==> config.mk <==
export PLATFORM = sky130hd
export DESIGN_NAME = dma_chain_walker
export DESIGN_NICKNAME = d
export VERILOG_FILES = /design/src/rtl/dcw_pkg.sv /design/src/rtl/dcw_cost_acc.sv /design/src/rtl/dcw_loop_guard.sv /design/src/rtl/dcw_walk_ctrl.sv /design/src/rtl/dma_chain_walker.sv
export SDC_FILE = /design/constraint.sdc
export NUM_CORES = 1
export LEC_CHECK = 0
export ABC_CLOCK_PERIOD_IN_PS = 4700
export BUFFER_PORTS_ARGS = -buffer_cell sky130_fd_sc_hd__buf_2
export CAP_MARGIN = 40
export CORE_ASPECT_RATIO = 1.1
export CORE_MARGIN = 10
export CORE_UTILIZATION = 40
export CTS_CLUSTER_SIZE = 24
export DETAILED_ROUTE_END_ITERATION = 8
export GPL_TIMING_DRIVEN = 0
export PLACE_DENSITY = 0.57
export SKIP_LAST_GASP = 1
export SYNTH_ARGS = -nofsm -noshare
export SYNTH_HDL_FRONTEND = slang
export SYNTH_SLANG_ARGS = --single-unit
==> constraint.sdc <==
create_clock -name clk -period 4.7 [get_ports clk]
set_clock_uncertainty 0.2 [all_clocks]
set_input_delay 0.235 -clock clk [delete_from_list [all_inputs] [get_ports clk]]
set_output_delay 0.235 -clock clk [all_outputs]
set_load 0.01 [all_outputs]
==> src/rtl/dcw_pkg.sv <==
package dcw_pkg;
  typedef enum logic [3:0] {
    ST_IDLE,
    ST_CHECK,
    ST_HREQ,
    ST_HDAT,
    ST_PREQ,
    ST_PDAT,
    ST_PSEND,
    ST_LINK,
    ST_DONE
  } walk_state_e;
endpackage

==> src/rtl/dcw_cost_acc.sv <==
module dcw_cost_acc #(
  parameter int CW        = 32,
  parameter int LW        = 8,
  parameter int NODE_COST = 10,
  parameter int PAY_COST  = 5,
  parameter int DBL_COST  = 5,
  parameter int BUDGET    = 512
) (
  input  logic          clk,
  input  logic          rst_n,
  input  logic          init_i,
  input  logic          hdr_i,
  input  logic [LW-1:0] len_i,
  input  logic          link_i,
  input  logic          extra_en_i,
  output logic [CW-1:0] cyc_o,
  output logic          over_o
);
  localparam logic [CW-1:0] K_NODE = CW'(NODE_COST);
  localparam logic [CW-1:0] K_PAY  = CW'(PAY_COST);
  localparam logic [CW-1:0] K_DBL  = CW'(DBL_COST);
  localparam logic [CW-1:0] K_BUD  = CW'(BUDGET);

  logic [CW-1:0] cyc_q, cyc_d, add;
  logic          cyc_en;
  logic [CW-1:0] link_sum;

  always_comb begin
    add = '0;
    if (hdr_i) begin
      add = K_NODE;
      if (len_i != '0) add = K_NODE + K_PAY + CW'(len_i);
    end else if (link_i && extra_en_i) begin
      add = K_DBL;
    end
    cyc_en = init_i | hdr_i | (link_i & extra_en_i);
    cyc_d  = init_i ? '0 : (cyc_q + add);
  end

  always_ff @(posedge clk or negedge rst_n) begin
    if (!rst_n)      cyc_q <= '0;
    else if (cyc_en) cyc_q <= cyc_d;
  end

  assign link_sum = cyc_q + (extra_en_i ? K_DBL : '0);
  assign over_o   = link_sum > K_BUD;
  assign cyc_o    = cyc_q;
endmodule

==> src/rtl/dcw_loop_guard.sv <==
module dcw_loop_guard #(
  parameter int AW       = 24,
  parameter int NW       = 32,
  parameter int LIM_INIT = 32
) (
  input  logic          clk,
  input  logic          rst_n,
  input  logic          init_i,
  input  logic [AW-1:0] init_addr_i,
  input  logic          step_i,
  input  logic [AW-1:0] nxt_i,
  output logic          hit_o
);
  logic [AW-1:0] ck_q, ck_d;
  logic [NW-1:0] lim_q, lim_d, cnt_q, cnt_d;
  logic          en, reanchor;

  always_comb begin
    reanchor = step_i && (cnt_q == lim_q);
    en       = init_i | step_i;
    ck_d     = ck_q;
    lim_d    = lim_q;
    cnt_d    = cnt_q;
    if (init_i) begin
      ck_d  = init_addr_i;
      lim_d = NW'(LIM_INIT);
      cnt_d = '0;
    end else if (step_i) begin
      if (reanchor) begin
        ck_d  = nxt_i;
        lim_d = lim_q << 1;
      end
      cnt_d = cnt_q + 1'b1;
    end
  end

  always_ff @(posedge clk or negedge rst_n) begin
    if (!rst_n) begin
      ck_q  <= '0;
      lim_q <= '0;
      cnt_q <= '0;
    end else if (en) begin
      ck_q  <= ck_d;
      lim_q <= lim_d;
      cnt_q <= cnt_d;
    end
  end

  assign hit_o = (nxt_i == ck_q);
endmodule

==> src/rtl/dcw_walk_ctrl.sv <==
module dcw_walk_ctrl
  import dcw_pkg::*;
#(
  parameter int AW = 24,
  parameter int DW = 32,
  parameter int LW = 8,
  parameter int MB = 21
) (
  input  logic          clk,
  input  logic          rst_n,
  input  logic          start_i,
  input  logic [AW-1:0] start_addr_i,
  input  logic          budget_en_i,
  input  logic          dbl_height_i,
  input  logic          over_i,
  input  logic          hit_i,
  output logic          mem_rd_o,
  output logic [MB-3:0] mem_idx_o,
  input  logic [DW-1:0] mem_rdata_i,
  output logic          cmd_valid_o,
  output logic [DW-1:0] cmd_data_o,
  input  logic          cmd_ready_i,
  output logic          busy_o,
  output logic          done_o,
  output logic [AW-1:0] cur_o,
  output logic          init_o,
  output logic          hdr_o,
  output logic [LW-1:0] len_o,
  output logic          link_o,
  output logic          step_o,
  output logic          extra_en_o,
  output logic [AW-1:0] nxt_o
);
  localparam int IW      = MB - 2;
  localparam int END_BIT = AW - 1;

  walk_state_e   state_q, state_d;
  logic [AW-1:0] cur_q, cur_d, nxt_q, nxt_d;
  logic [IW-1:0] ptr_q, ptr_d;
  logic [LW-1:0] rem_q, rem_d;
  logic [DW-1:0] data_q, data_d;
  logic          ben_q, dbl_q, mode_en;
  logic          cur_en, nxt_en, ptr_en, rem_en, data_en;
  logic          idle_like, stop;

  assign idle_like = (state_q == ST_IDLE) || (state_q == ST_DONE);
  assign init_o    = start_i && idle_like;
  assign stop      = (ben_q && over_i) || hit_i;
  assign len_o     = mem_rdata_i[DW-1 -: LW];

  always_comb begin
    state_d = state_q;
    cur_d   = cur_q;
    nxt_d   = nxt_q;
    ptr_d   = ptr_q;
    rem_d   = rem_q;
    data_d  = mem_rdata_i;
    cur_en  = 1'b0;
    nxt_en  = 1'b0;
    ptr_en  = 1'b0;
    rem_en  = 1'b0;
    data_en = 1'b0;
    mode_en = 1'b0;
    unique case (state_q)
      ST_IDLE, ST_DONE: begin
        if (start_i) begin
          state_d = ST_CHECK;
          cur_d   = start_addr_i;
          cur_en  = 1'b1;
          mode_en = 1'b1;
        end
      end
      ST_CHECK: state_d = cur_q[END_BIT] ? ST_DONE : ST_HREQ;
      ST_HREQ:  state_d = ST_HDAT;
      ST_HDAT: begin
        nxt_d  = mem_rdata_i[AW-1:0];
        nxt_en = 1'b1;
        rem_d  = len_o;
        rem_en = 1'b1;
        ptr_d  = cur_q[MB-1:2] + 1'b1;
        ptr_en = 1'b1;
        state_d = (len_o != '0) ? ST_PREQ : ST_LINK;
      end
      ST_PREQ: state_d = ST_PDAT;
      ST_PDAT: begin
        data_en = 1'b1;
        state_d = ST_PSEND;
      end
      ST_PSEND: begin
        if (cmd_ready_i) begin
          if (rem_q == LW'(1)) begin
            state_d = ST_LINK;
          end else begin
            state_d = ST_PREQ;
            rem_d   = rem_q - 1'b1;
            rem_en  = 1'b1;
            ptr_d   = ptr_q + 1'b1;
            ptr_en  = 1'b1;
          end
        end
      end
      ST_LINK: begin
        cur_d   = nxt_q;
        cur_en  = 1'b1;
        state_d = stop ? ST_DONE : ST_CHECK;
      end
      default: state_d = ST_IDLE;
    endcase
  end

  always_ff @(posedge clk or negedge rst_n) begin
    if (!rst_n) state_q <= ST_IDLE;
    else        state_q <= state_d;
  end

  always_ff @(posedge clk or negedge rst_n) begin
    if (!rst_n) begin
      cur_q  <= '0;
      nxt_q  <= '0;
      ptr_q  <= '0;
      rem_q  <= '0;
      data_q <= '0;
      ben_q  <= 1'b0;
      dbl_q  <= 1'b0;
    end else begin
      if (cur_en)  cur_q  <= cur_d;
      if (nxt_en)  nxt_q  <= nxt_d;
      if (ptr_en)  ptr_q  <= ptr_d;
      if (rem_en)  rem_q  <= rem_d;
      if (data_en) data_q <= data_d;
      if (mode_en) begin
        ben_q <= budget_en_i;
        dbl_q <= dbl_height_i;
      end
    end
  end

  assign mem_rd_o    = (state_q == ST_HREQ) || (state_q == ST_PREQ);
  assign mem_idx_o   = (state_q == ST_PREQ) ? ptr_q : cur_q[MB-1:2];
  assign cmd_valid_o = (state_q == ST_PSEND);
  assign cmd_data_o  = data_q;
  assign busy_o      = !idle_like;
  assign done_o      = (state_q == ST_DONE);
  assign cur_o       = cur_q;
  assign hdr_o       = (state_q == ST_HDAT);
  assign link_o      = (state_q == ST_LINK);
  assign step_o      = link_o && !stop;
  assign extra_en_o  = ben_q && dbl_q;
  assign nxt_o       = nxt_q;
endmodule

==> src/rtl/dma_chain_walker.sv <==
module dma_chain_walker #(
  parameter int AW        = 24,
  parameter int DW        = 32,
  parameter int LW        = 8,
  parameter int CW        = 32,
  parameter int NW        = 32,
  parameter int MB        = 21,
  parameter int NODE_COST = 10,
  parameter int PAY_COST  = 5,
  parameter int DBL_COST  = 5,
  parameter int BUDGET    = 512,
  parameter int LIM_INIT  = 32
) (
  input  logic          clk,
  input  logic          rst_n,
  input  logic          start_i,
  input  logic [AW-1:0] start_addr_i,
  input  logic          budget_en_i,
  input  logic          dbl_height_i,
  output logic          busy_o,
  output logic          done_o,
  output logic [AW-1:0] final_addr_o,
  output logic [CW-1:0] cycles_o,
  output logic          mem_rd_o,
  output logic [MB-3:0] mem_idx_o,
  input  logic [DW-1:0] mem_rdata_i,
  output logic          cmd_valid_o,
  output logic [DW-1:0] cmd_data_o,
  input  logic          cmd_ready_i
);
  logic          over, hit, init, hdr, link, step, extra_en;
  logic [LW-1:0] len;
  logic [AW-1:0] nxt;

  dcw_walk_ctrl #(.AW(AW), .DW(DW), .LW(LW), .MB(MB)) u_ctrl (
    .clk(clk), .rst_n(rst_n),
    .start_i(start_i), .start_addr_i(start_addr_i),
    .budget_en_i(budget_en_i), .dbl_height_i(dbl_height_i),
    .over_i(over), .hit_i(hit),
    .mem_rd_o(mem_rd_o), .mem_idx_o(mem_idx_o), .mem_rdata_i(mem_rdata_i),
    .cmd_valid_o(cmd_valid_o), .cmd_data_o(cmd_data_o), .cmd_ready_i(cmd_ready_i),
    .busy_o(busy_o), .done_o(done_o), .cur_o(final_addr_o),
    .init_o(init), .hdr_o(hdr), .len_o(len), .link_o(link), .step_o(step),
    .extra_en_o(extra_en), .nxt_o(nxt)
  );

  dcw_cost_acc #(.CW(CW), .LW(LW), .NODE_COST(NODE_COST), .PAY_COST(PAY_COST),
                 .DBL_COST(DBL_COST), .BUDGET(BUDGET)) u_cost (
    .clk(clk), .rst_n(rst_n), .init_i(init), .hdr_i(hdr), .len_i(len),
    .link_i(link), .extra_en_i(extra_en), .cyc_o(cycles_o), .over_o(over)
  );

  dcw_loop_guard #(.AW(AW), .NW(NW), .LIM_INIT(LIM_INIT)) u_guard (
    .clk(clk), .rst_n(rst_n), .init_i(init), .init_addr_i(start_addr_i),
    .step_i(step), .nxt_i(nxt), .hit_o(hit)
  );
endmodule

==> results of run 1 <==
-- area by class of cell --
| type | instances | share of cell area |
|---|---|---|
| Multi-Input combinational cell | 1078 | 0.428 |
| Clock buffer | 36 | 0.0466 |
| Tap cell | 426 | 0.0332 |
| Timing Repair Buffer | 239 | 0.0976 |
| Clock inverter | 11 | 0.00895 |
| Sequential cell | 228 | 0.355 |
| Buffer | 86 | 0.0243 |
| Inverter | 25 | 0.00584 |
-- worst max-delay path: stages (launching register included) --
cell and delay [ns]:
dfrtp_1 0.31, buf_2 0.18, and2_1 0.23, ha_1 0.23, ha_1 0.24, a31oi_1 0.19
or4_4 0.49, a21oi_1 0.13, nor2_1 0.06, a2111o_1 0.36, or4_4 0.55, o21a_4 0.25
buf_6 0.15, clkbuf_1 0.27, o31ai_1 0.32, a21oi_1 0.10
-- state kept, by name, indices dropped and copies added, names as in the netlist, 8 cells and up --
register,count
u_ctrl.cur_o,24
u_guard.cnt_q,32
u_guard.lim_q,27
u_ctrl.ptr_q,19
u_ctrl.nxt_o,24
u_ctrl.rem_q,8
u_cost.cyc_o,32
u_ctrl.cmd_data_o,32
u_guard.ck_q,24
-- path summary, 6_finish.rpt --
| check | cells past startpoint | from | to |
|---|---|---|---|
| max | 15 | u_ctrl.ben_q$_DFFE_PN0P_ | u_guard.cnt_q[25]$_DFFE_PN0P_ |
| min | 3 | rst_n | u_guard.lim_q[21]$_DFFE_PN0P_ |
| max reg2reg | 15 | u_ctrl.ben_q$_DFFE_PN0P_ | u_guard.cnt_q[25]$_DFFE_PN0P_ |
| min reg2reg | 2 | u_ctrl.cur_o[22]$_DFFE_PN0P_ | u_ctrl.cur_o[22]$_DFFE_PN0P_ |
| max in group asynchronous | 3 | rst_n | u_guard.lim_q[20]$_DFFE_PN0P_ |
| min in group clk | 4 | mem_rdata_i[8] | u_ctrl.nxt_o[8]$_DFFE_PN0P_ |
-- cells by family after synthesis --
kind of cell               share of synthesized area
AOI/OAI and AO/OA                              0.138
xor gates and xnor gates                      0.0584
DFF                                            0.437
muxes                                         0.0996
adders and majority gates                     0.0186
and+or+nand+nor                                0.210
buffers and inverters                         0.0377
-- synthesized netlist by cell type (12+ instances only) --
cell	instances	area share
clkbuf_1	67	0.019
nand3_1	54	0.021
buf_2	15	0.0058
mux2_2	55	0.047
a21oi_1	106	0.041
a211oi_1	12	0.0069
inv_1	25	0.0072
ha_1	17	0.016
xor2_1	17	0.011
nor3_1	23	0.0088
mux2i_1	68	0.052
o21ai_0	39	0.015
xnor2_1	70	0.047
o31ai_1	37	0.021
nand4_1	41	0.020
or4_1	32	0.018
dfrtp_1	228	0.44
and3_1	14	0.0067
nor2_1	136	0.039
nand2_1	197	0.057
a22oi_1	27	0.016
-- power by group --
group          internal, mW  total, mW  switching, mW
Sequential             2.55       3.23          0.682
Combinational          1.17       2.69           1.52
Clock                  1.27       2.12          0.844
Total                  4.99       8.04           3.04
-- per-stage QoR --
step                 util  setup TNS, ns
finish              0.498              0
global route        0.498              0
CTS                 0.497              0
detailed placement  0.450         -11.58
global placement    0.447        -282.56
floorplan               -              0
-- layer usage --
| layer | GRT usage | share of wire |
|---|---|---|
| met1 | 0.290 | 0.46 |
| met2 | 0.326 | 0.46 |
| met3 | 0.0313 | 0.060 |
| met4 | 0.0562 | 0.025 |
| met5 | 0 | 0 |
-- cell usage in the layout (no fill, tap or decap), types with 25 or more instances in the layout --
cell / n
dfrtp_1: 226
nand2_1: 197
buf_2: 189
nor2_1: 136
a21oi_1: 105
xnor2_1: 70
mux2i_1: 68
dlygate4sd3_1: 62
clkbuf_1: 60
mux2_2: 55
nand3_1: 54
nand4_1: 41
o21ai_0: 39
o31ai_1: 37
or4_1: 32
a22oi_1: 27
clkbuf_16: 26
inv_1: 25
-- repair_timing --
| item | in CTS | in global routing |
|---|---|---|
| cloned | 0 | 0 |
| hold buffers | 62 | 0 |
| setup endpoints to repair | 29 | 103 |
| resized for setup | 10 | 11 |
| endpoints found under the hold margin | 345 | 0 |
==> impl_metrics.yaml, run 1 <==
setup_path:
  rrSetupSlack_ns: 0.27
  cp-start-kind: "flip-flop"
  arrival_ns: 4.62
  worst_ep_required_time_ns: 4.89
  cp_max_fo: 10
  endpoint_kind: "flip-flop"
  critPathKind: "flip-flop to flip-flop"
grt:
  grt_use_total: 0.207
  grt_pass1_vias: 12000
  grt_start_max_net_pins: 114
  overflow: 0
  grt_pass1_wl_um: 68300
  antenna_found_initial: 0
pwr:
  power_mw: 8.04
  p_leak_nw: 7.04
  power.density_nw_per_um2: 500
  peakVddDrop_uv: 512
yosys:
  synth.avg_cell_area_sq_um: 9.16
  synth_cell_types: 73
  syn-cell-area_sq_um: 13000
  synth_seq_cells: 228
  ys_seq_area_frac: 0.437
  yosys_warnings: 0
  syn_nets: 1504
  syn_inst: 1424
  synth-main-ff-cell: "dfrtp_1"
  synthArstFlopShare: 1.00
  synth-edff-count: 0
layout:
  layout-drive-gt1-share: 0.190
  fin_area_sq_um: 16100
  fillerInstances: 3168
  num_antenna_cells: 0
  nets: 1764
  regArea_sq_um: 5710
  final_cells: 2129
  multi_input_area_sq_um: 6880
  area_growth_pct: 23.2
clocking:
  numCtsBuffers: 26
  root_buffer: "clkbuf_16"
  tritoncts: "yes"
  cts_buffer_depth: 3
  path_clk_slew_ns: 0.06
  cts_setup_buffers: 0
  clk_latency_ns: 0.55
  cts.htree.levels: 1
  cts.sinks: 228
placed_design:
  port_buffers: 172
  dpl_cell_area_sq_um: 14500
  dpl.cell_count: 2027
  hpwlAfterDp_um: 30800
  pre_cts_slack_ns: -0.672
  gp_congestion: 0.907
detailed_routing:
  drt-pass1-iter-count: 5
  wl_per_cell_um: 19.8
  via_count: 11900
  drc: 0
  dr.first_iter.drc_count: 874
  ant_nets: 0
  wl_um: 42200
  vias_per_cell: 5.59
status:
  outcome: "finished clean"
die:
  coreArea_sq_um: 32300
  die_y_um: 209
  io_pins: 173
  rows: 69
  start_util: 0.404
  dieArea_sq_um: 40200
  die_x_um: 192
timing:
  fmax_mhz: 226
  worstMarginPinSlew_ns: 0.831
  maxSlewHeadroom: 0.446
  drv_slew: 0
  setup_slack_ns: 0.271
  fin_hold_ws_ns: 0.139
  setup_viol: 0
  final_hold_viol_count: 0
  rsz0062_at_grt: "no"
  final.min_clock_period_ns: 4.43
  period_share: 0.942
run:
  max-cap-violations: 0
min_path:
  hold_path.class: "input pin to async pin"
Note: power is estimated with default switching activity, not from simulation.
==> run 2, diff against run 1 <==
--- a/config.mk
+++ b/config.mk
@@ -10,11 +10,11 @@
 export CAP_MARGIN = 40
 export CORE_ASPECT_RATIO = 1.1
 export CORE_MARGIN = 10
-export CORE_UTILIZATION = 40
+export CORE_UTILIZATION = 59
 export CTS_CLUSTER_SIZE = 24
 export DETAILED_ROUTE_END_ITERATION = 8
 export GPL_TIMING_DRIVEN = 0
-export PLACE_DENSITY = 0.57
+export PLACE_DENSITY = 0.79
 export SKIP_LAST_GASP = 1
 export SYNTH_ARGS = -nofsm -noshare
 export SYNTH_HDL_FRONTEND = slang
==> impl_metrics.yaml, run 2 (same netlist as run 1, synthesis figures left out) <==
status:
  outcome: "finished clean"
grt:
  grt_start_max_net_pins: 116
  antenna_found_initial: 0
  grt_pass1_wl_um: 65700
  grt_pass1_vias: 12000
  overflow: 0
  grt_use_total: 0.279
layout:
  final_cells: 1996
  layout_commonest_cell: "dfrtp_1"
  fillerInstances: 1682
  nets: 1763
  area_growth_pct: 21.3
  num_antenna_cells: 0
  regArea_sq_um: 5710
  final_cell_mix: "225 x dfrtp_1, 197 x nand2_1, 192 x buf_2"
  multi_input_area_sq_um: 6890
  fin_area_sq_um: 15800
  layout-drive-gt1-share: 0.193
setup_path:
  rrSetupSlack_ns: 0.20
  rr_startpoint: "u_ctrl.state_q[3]$_DFFE_PN0P_"
  worstPathCellList: "inv_1 > nand2_1 > nor2_4 > a21oi_2 > clkbuf_2 > clkbuf_2 > nor2_1 > ha_1 > fa_1 > a21o_1 > a21oi_1 > o21bai_1 > a21oi_1 > o21bai_1 > a211o_1 > clkbuf_2 > nand3_1 > xor2_1 > nor2_1"
  worst_ep_required_time_ns: 4.89
  crit_top_cell: "clkbuf_2"
  critPathKind: "flip-flop to flip-flop"
  cpMaxStageDelayCell: "dfrtp_2"
  arrival_ns: 4.69
  r2r_end: "u_cost.cyc_o[30]$_DFFE_PN0P_"
  cp_max_fo: 10
  cp_slowest_stage_delay_ns: 0.45
  reg2reg_depth: 19
  cp-start-kind: "flip-flop"
  endpoint_kind: "flip-flop"
pwr:
  power.density_nw_per_um2: 507
  peakVddDrop_uv: 414
  power_mw: 8.03
  p_leak_nw: 7.01
clocking:
  clk_latency_ns: 0.53
  root_buffer: "clkbuf_16"
  cts.htree.levels: 1
  tritoncts: "yes"
  numCtsBuffers: 25
  cts.sinks: 228
  cts_setup_buffers: 0
  path_clk_slew_ns: 0.07
  cts_buffer_depth: 3
min_path:
  hold_path.class: "input pin to async pin"
placed_design:
  dpl.cell_count: 1895
  hpwlAfterDp_um: 28500
  port_buffers: 172
  dpl_cell_area_sq_um: 14300
  gp_congestion: 0.942
die:
  io_pins: 173
  rows: 57
  die_x_um: 162
  dieArea_sq_um: 28500
  coreArea_sq_um: 21900
  die_y_um: 176
  start_util: 0.596
detailed_routing:
  drt-pass1-iter-count: 7
  wl_um: 41200
  dr.first_iter.drc_count: 1188
  vias_per_cell: 6.20
  ant_nets: 0
  via_count: 12400
  drc: 0
  wl_per_cell_um: 20.6
timing:
  worstMarginPinSlew_ns: 0.880
  rsz0062_at_grt: "no"
  setup_viol: 0
  drv_slew: 0
  final.min_clock_period_ns: 4.50
  period_share: 0.958
  final_hold_viol_count: 0
  maxSlewHeadroom: 0.414
  fmax_mhz: 222
run:
  max-cap-violations: 0
## run 2: routing by layer
metal	part of all wire	vias up	GRT usage	wire, um
li1	-	5638	-	-
met1	0.41	6000	0.375	17000
met2	0.48	640	0.455	19600
met3	0.083	99	0.0473	3420
met4	0.026	0	0.0819	1080
met5	0	-	0	0
## run 2: area by class of cell
class | instances | area share
plain buffers | 88 | 0.0247
clock buffers | 30 | 0.0432
clock inverters | 15 | 0.0100
inverters | 25 | 0.00593
multi-input cells | 1078 | 0.436
flip-flops and latches | 228 | 0.361
well taps | 295 | 0.0233
repair buffers | 237 | 0.0965
## run 2: worst max-delay path by stage
stage                                              from  cells past startpoint                            to
after floorplan           u_ctrl.state_q[1]$_DFFE_PN0P_                     17   u_cost.cyc_o[9]$_DFFE_PN0P_
after global placement    u_ctrl.state_q[1]$_DFFE_PN0P_                     17  u_cost.cyc_o[29]$_DFFE_PN0P_
after detailed placement  u_ctrl.state_q[3]$_DFFE_PN0P_                     19  u_cost.cyc_o[29]$_DFFE_PN0P_
after CTS                 u_ctrl.state_q[1]$_DFFE_PN0P_                     18  u_cost.cyc_o[30]$_DFFE_PN0P_
after global routing      u_ctrl.state_q[3]$_DFFE_PN0P_                     19  u_cost.cyc_o[30]$_DFFE_PN0P_
final                     u_ctrl.state_q[3]$_DFFE_PN0P_                     19  u_cost.cyc_o[30]$_DFFE_PN0P_
## run 2: timing repair
item | in CTS | in global routing
setup endpoints to repair | 24 | 50
hold buffers | 61 | 0
hold endpoints to repair | 230 | 0
resized for setup | 9 | 16
## run 2: where the power goes
group	switching, mW	internal, mW	total, mW
Clock	0.845	1.20	2.05
Combinational	1.57	1.16	2.73
Sequential	0.700	2.55	3.25
## run 2: worst max-delay path: cells and delay by family (launching register included)
family	cells	cell delay, ns
compound gates	7	1.45
xor+xnor	1	0.16
fa+ha+maj	2	0.60
buf+inv	4	0.92
flops	1	0.45
simple gates	5	0.56
## run 2: stage by stage
step | worst slack (ns) | hold slack, ns | util | TNS (ns)
after floorplan | 0.560 | -0.261 | - | 0
after global placement | -1.07 | 0.241 | 0.652 | -197.33
after detailed placement | -0.617 | 0.181 | 0.655 | -10.21
after CTS | 0.0200 | 0.216 | 0.721 | 0
after global routing | 0.00516 | 0.261 | 0.723 | 0
final | 0.200 | 0.187 | 0.723 | 0
